$ cat src/rtl/ld_front_pkg.sv
// Package: shared constants and types for the load front end.
// Assumes 64-bit addresses and data; console addresses are fixed.
package ld_front_pkg;
    typedef enum logic [1:0] {
        SZ_BYTE   = 2'd0,
        SZ_HALF   = 2'd1,
        SZ_WORD   = 2'd2,
        SZ_DOUBLE = 2'd3
    } ld_size_e;

    localparam logic [63:0] CON_DATA_ADDR = 64'h0000_0000_7F00_0000;
    localparam logic [63:0] CON_STAT_ADDR = 64'h0000_0000_7F00_0004;
    localparam logic [63:0] CON_STAT_WORD = 64'h0000_0000_0004_FFFF;
    localparam int          CON_BYTE_LSB  = 24;
    localparam int          CON_FLAG_BIT  = 23;
endpackage

$ cat src/rtl/ld_block_check.sv
// Module: ld_block_check
// Flags an access whose last byte lies in a different 2**BLOCK_LG2-byte
// block than its first byte. Only the low address bits are summed, so
// the test cannot wrap at the top of the address space.
// Assumes BLOCK_LG2 >= 3 so that an 8-byte access fits in a block.
module ld_block_check #(
    parameter int ADDR_W    = 64,
    parameter int BLOCK_LG2 = 4
) (
    input  logic [ADDR_W-1:0] addr,
    input  logic [1:0]        size,
    output logic              crosses
);
    localparam int OFF_W = BLOCK_LG2 + 1;

    logic [OFF_W-1:0] span_m1;
    logic [OFF_W-1:0] last_off;

    // Offset of the last byte relative to the block start; a carry out means a crossing.
    always_comb begin
        span_m1  = (OFF_W'(1) << size) - OFF_W'(1);
        last_off = {1'b0, addr[BLOCK_LG2-1:0]} + span_m1;
        crosses  = last_off[OFF_W-1];
    end
endmodule

$ cat src/rtl/ld_byte_rev.sv
// Module: ld_byte_rev
// Reverses the byte order of a DATA_W-bit word. Pure wiring.
// Assumes DATA_W is a multiple of 8.
module ld_byte_rev #(
    parameter int DATA_W = 64
) (
    input  logic [DATA_W-1:0] din,
    output logic [DATA_W-1:0] dout
);
    localparam int NBYTES = DATA_W / 8;

    for (genvar k = 0; k < NBYTES; k++) begin : g_lane
        assign dout[8*k +: 8] = din[8*(NBYTES-1-k) +: 8];
    end
endmodule

$ cat src/rtl/ld_resp_stage.sv
// Module: ld_resp_stage
// Holds one response slot: records whether the answer comes from memory
// or from a console word captured at the request edge, then presents it
// one cycle later. Data is forced to zero while no response is valid.
// Assumes memory data arrives exactly one cycle after the read strobe.
module ld_resp_stage #(
    parameter int DATA_W = 64
) (
    input  logic              clk,
    input  logic              rst_n,
    input  logic              take,
    input  logic              from_mem,
    input  logic [DATA_W-1:0] local_word,
    input  logic [DATA_W-1:0] mem_word_rev,
    output logic              rsp_valid,
    output logic [DATA_W-1:0] rsp_data
);
    logic              valid_q;
    logic              mem_q;
    logic [DATA_W-1:0] local_q;

    // Capture the kind of the accepted request and any locally built word.
    always_ff @(posedge clk) begin
        if (!rst_n) begin
            valid_q <= 1'b0;
            mem_q   <= 1'b0;
            local_q <= '0;
        end else begin
            valid_q <= take;
            mem_q   <= take & from_mem;
            local_q <= (take & !from_mem) ? local_word : '0;
        end
    end

    // Select the answer source; zero when idle.
    always_comb begin
        rsp_valid = valid_q;
        if (!valid_q)
            rsp_data = '0;
        else if (mem_q)
            rsp_data = mem_word_rev;
        else
            rsp_data = local_q;
    end

    p_idle_zero_r9: assert property (@(posedge clk) disable iff (!rst_n)
        !rsp_valid |-> (rsp_data == '0));
endmodule

$ cat src/rtl/ld_front.sv
// Module: ld_front
// Load front end: block-crossing check, console receive window at two
// fixed addresses, and a byte-reversed path to a one-cycle-latency memory.
// Assumes one request per cycle at most and that the memory returns data
// exactly one cycle after mem_rd_en.
module ld_front
    import ld_front_pkg::*;
#(
    parameter int ADDR_W    = 64,
    parameter int DATA_W    = 64,
    parameter int BLOCK_LG2 = 4
) (
    input  logic              clk,
    input  logic              rst_n,
    input  logic              req_valid,
    input  logic [ADDR_W-1:0] req_addr,
    input  logic [1:0]        req_size,
    input  logic [7:0]        rx_byte,
    input  logic              rx_valid,
    input  logic [DATA_W-1:0] mem_rdata,
    output logic              fault,
    output logic              rx_clear,
    output logic              mem_rd_en,
    output logic [ADDR_W-1:0] mem_addr,
    output logic              rsp_valid,
    output logic [DATA_W-1:0] rsp_data
);
    logic              crosses;
    logic              legal;
    logic              hit_data;
    logic              hit_stat;
    logic [DATA_W-1:0] con_word;
    logic [DATA_W-1:0] mem_rev;

    ld_block_check #(.ADDR_W(ADDR_W), .BLOCK_LG2(BLOCK_LG2)) i_chk (
        .addr    (req_addr),
        .size    (req_size),
        .crosses (crosses)
    );

    ld_byte_rev #(.DATA_W(DATA_W)) i_rev (
        .din  (mem_rdata),
        .dout (mem_rev)
    );

    // Decode the request: fault, console hits, memory strobe.
    always_comb begin
        fault     = req_valid & crosses;
        legal     = req_valid & !crosses;
        hit_data  = (req_addr == ADDR_W'(CON_DATA_ADDR));
        hit_stat  = (req_addr == ADDR_W'(CON_STAT_ADDR));
        rx_clear  = legal & hit_data;
        mem_rd_en = legal & !hit_data & !hit_stat;
        mem_addr  = req_addr;
    end

    // Build the console word for whichever console address was hit.
    always_comb begin
        con_word = '0;
        if (hit_data) begin
            con_word[CON_BYTE_LSB +: 8] = rx_byte;
            con_word[CON_FLAG_BIT]      = rx_valid;
        end else if (hit_stat) begin
            con_word = DATA_W'(CON_STAT_WORD);
        end
    end

    ld_resp_stage #(.DATA_W(DATA_W)) i_rsp (
        .clk          (clk),
        .rst_n        (rst_n),
        .take         (legal),
        .from_mem     (mem_rd_en),
        .local_word   (con_word),
        .mem_word_rev (mem_rev),
        .rsp_valid    (rsp_valid),
        .rsp_data     (rsp_data)
    );

    p_fault_blocks_r2: assert property (@(posedge clk) disable iff (!rst_n)
        fault |-> (!mem_rd_en && !rx_clear));

    p_fault_no_rsp_r2: assert property (@(posedge clk) disable iff (!rst_n)
        fault |=> !rsp_valid);

    p_byte_never_faults_r1: assert property (@(posedge clk) disable iff (!rst_n)
        (req_valid && req_size == 2'd0) |-> !fault);

    p_mem_rsp_r3: assert property (@(posedge clk) disable iff (!rst_n)
        mem_rd_en |=> rsp_valid);

    p_no_spurious_rsp_r9: assert property (@(posedge clk) disable iff (!rst_n)
        !(req_valid && !fault) |=> !rsp_valid);

    p_console_no_mem_r5: assert property (@(posedge clk) disable iff (!rst_n)
        (req_valid && (req_addr == ADDR_W'(CON_DATA_ADDR) ||
                       req_addr == ADDR_W'(CON_STAT_ADDR))) |-> !mem_rd_en);

    p_clear_word_r6: assert property (@(posedge clk) disable iff (!rst_n)
        rx_clear |=> (rsp_valid &&
                      rsp_data[CON_BYTE_LSB +: 8] == $past(rx_byte) &&
                      rsp_data[CON_FLAG_BIT] == $past(rx_valid)));
endmodule

$ cat config.mk
export PLATFORM = sky130hd
export DESIGN_NAME = ld_front
export DESIGN_NICKNAME = d
export VERILOG_FILES = /design/src/rtl/ld_front_pkg.sv /design/src/rtl/ld_block_check.sv /design/src/rtl/ld_byte_rev.sv /design/src/rtl/ld_resp_stage.sv /design/src/rtl/ld_front.sv
export SDC_FILE = /design/constraint.sdc
export NUM_CORES = 1
export LEC_CHECK = 0
export ABC_AREA = 1
export BUFFER_PORTS_ARGS = -buffer_cell sky130_fd_sc_hd__buf_2
export CAP_MARGIN = 20
export CORE_MARGIN = 3
export CORE_UTILIZATION = 47
export CTS_BUF_LIST = sky130_fd_sc_hd__clkbuf_8 sky130_fd_sc_hd__clkbuf_16
export CTS_CLUSTER_DIAMETER = 80
export DETAILED_ROUTE_END_ITERATION = 10
export GPL_ROUTABILITY_DRIVEN = 0
export PLACE_DENSITY = 0.91
export SETUP_SLACK_MARGIN = 0.05
export SLEW_MARGIN = 20
export SYNTH_ARGS = -nofsm -noshare
export SYNTH_HDL_FRONTEND = slang
export SYNTH_HIERARCHICAL = 1
export SYNTH_SLANG_ARGS = --single-unit
$ cat constraint.sdc
create_clock -name clk -period 2.8 [get_ports clk]
set_input_delay 0 -clock clk [delete_from_list [all_inputs] [get_ports clk]]
set_output_delay 0 -clock clk [all_outputs]
set_load 0.02 [all_outputs]
==> metrics.txt <==
post-layout min period 2067 ps; cts bufs inserted 9; Async SR Flop Fraction 0; CP max-delay cell nand3_4; Die X 107.7 µm; post-CTS setup buffers 0; synth warn 6; area leader, netlist dfxtp_1; first-pass GRT wire length 18.49 mm; max_cap viols 0; Detailed Routing Iterations Pass 1 4; Port Buf Inserts 273; top cell type's share of synthesized area 0.2716; Syn Area/Cell 6.043 µm²; DRC viols 0; hold_sp rx_byte[0]; synthesized area 4865 µm²; drt wl/cell 10.70 µm; die height 107.7 µm; Seq cells post-synth 66; number of global-route vias before repair 4,190; hpwl dp 9.476 mm; DR vias 4,513; worst slew pin tran 823.6 ps; RSZ-0062 raised after global routing no; DRT antenna net count 0; Primary FF master, synth dfxtp_1; CP cell instances buf_2, inv_1, or2_1, ha_1, inv_1, ha_1, nand2_1, nor2_1, nand2_1, nand2_1, nand2_1, nand2_1, nor2_1, nand2_1, nor2_1, inv_1, nand3_4, nor2_1; Finish-stage setup viols 0; Synth Instances 805; crit path max fanout 49; crit-path max cell delay 420 ps; total track usage 0.1998; via-per-instance ratio 4.019; gr ovfl total 0; part of the Yosys area used for sequential elements 0.2716; final hold vios 0; Buf+Inv Stages, Crit Path 4; Min-Delay Path Class input pin to register; Clock Sinks 66; clock root buffer clkbuf_8; Distinct cells, synth 19; top-count cell post-synth nor2_1; status finished, final reports clean; Setup TNS 0 ps; commonest cells in the netlist 228 x nor2_1, 162 x nand2_1, 160 x inv_1; CTS tree built; dominant cells by area after synthesis dfxtp_1 27%, buf_4 20%, nor2_1 18%, nand2_1 13%, inv_1 12%; Peak VDD IR 0.2161 mV; worst endpoint data arrival time 2310 ps; CP endpoint kind register; Max Slew Vio Count 0; area delta synth->final 15.53%; core footprint 9910 µm²; Worst EP required 3040 ps; diodes inserted 0; hold path cells 5; PD cells 387.4 nW/µm²; H-tree depth 3; largest net degree at the start of global routing 59; FILL cells 991; CTS Buffer Depth 2; Initial Util 0.4909; io pins 274; layout cell share with drive strength beyond 1 0.3212; placed instance count 1,098; Final Non-Filler Cells 1,123; 1st-iter DRT viols 287; routed wire length 12.02 mm; Post-synth EDFFs 0; Startpoint Class input pin; placement row count 36; Layout Nets 1,132; worst hold path endpoint i_rsp/local_q[24]; Max-Slew Margin vs Limit 0.4509; CP top delay family simple AND/OR/NAND/NOR gates; most frequent CP cell nand2_1; initial antenna violation count 0; Achievable Freq 483.7 MHz; final period utilization 0.7383; CTS clk-pin slew, worst paths 70 ps; leak pwr 0.003010 µW; critical path class input pin to register; Die ar. 11,610 µm²
-- worst max path at each step --
stage | start | to | slack [ps] | depth (start not counted)
6_report | req_size[1] | i_rsp/local_q[28] | 730 | 18
5_1_grt | req_size[1] | i_rsp/local_q[1] | 500 | 18
4_1_cts | req_size[1] | i_rsp/local_q[31] | 720 | 18
3_5_place_dp | req_size[1] | i_rsp/local_q[31] | 380 | 18
3_3_place_gp | req_size[1] | i_rsp/local_q[1] | 520 | 18
2_1_floorplan | req_size[1] | i_rsp/local_q[0] | 420 | 18
-- what timing repair did --
action / CTS / global route
hold endpoints to repair: 10 / 0
hold buffers: 9 / 0
resized for setup: 0 / 0
-- power breakdown --
group | total, µW | internal, µW | leakage [µW] | switching, µW
clock network | 678 | 338 | 0.0000936 | 341
logic | 507 | 204 | 0.00238 | 303
registers | 993 | 963 | 0.000535 | 29.1
total | 2180 | 1510 | 0.00301 | 672
-- per-layer routing --
metal / GRT usage / routed length [µm]
met5: 0 / 0
met4: 0.07845 / 357
met3: 0.03839 / 744
met2: 0.3983 / 6607
met1: 0.1994 / 4307
-- placed cells by master, fill, tap and decap left out, types with 2 or more instances in the layout --
master / n
ha_1: 5
nor2_1: 228
conb_1: 38
dfxtp_1: 64
clkinv_2: 3
buf_2: 273
inv_1: 161
nor2_4: 2
nor2_2: 18
nand2_1: 162
dlygate4sd3_1: 9
buf_4: 6
clkbuf_8: 10
-- logic make-up after synthesis --
kind of cell	share of synthesized area
AO/OA/AOI/OAI	0.002056
buffers and inverters	0.3755
AND/OR/NAND/NOR	0.3372
adder cells (fa/ha/maj)	0.01286
flip-flops	0.2716
other	0.0007709
-- area by class of cell --
type	count	area [µm²]	area share
clock inverter	6	32.53	0.005788
inverter	160	600.6	0.1069
timing repair buffer	288	1501	0.2671
tap	133	166.4	0.02961
sequential	66	1326	0.2360
clock buffer	10	137.6	0.02449
multi-input combinational	460	1856	0.3301
-- registers in the layout, indices dropped and copies added (netlist names) --
name	flops
i_rsp/local_q	64
i_rsp/rsp_valid	1
i_rsp/mem_q	1
-- through the flow --
stage                     setup slack [ps]  area, µm²  utilization  hold WS (ps)  total power (µW)
after floorplan                      420.8       5004            -         112.6              1446
after global placement               522.5       5360       0.5409         232.0              1499
after detailed placement             381.5       5360       0.5409         232.8              1507
after CTS                            723.9       5620       0.5672         6.612              2208
after global routing                 495.8       5620       0.5672         30.35              2312
final                                732.8       5620       0.5672         4.700              2177
Power figures use the tool's default switching activity.
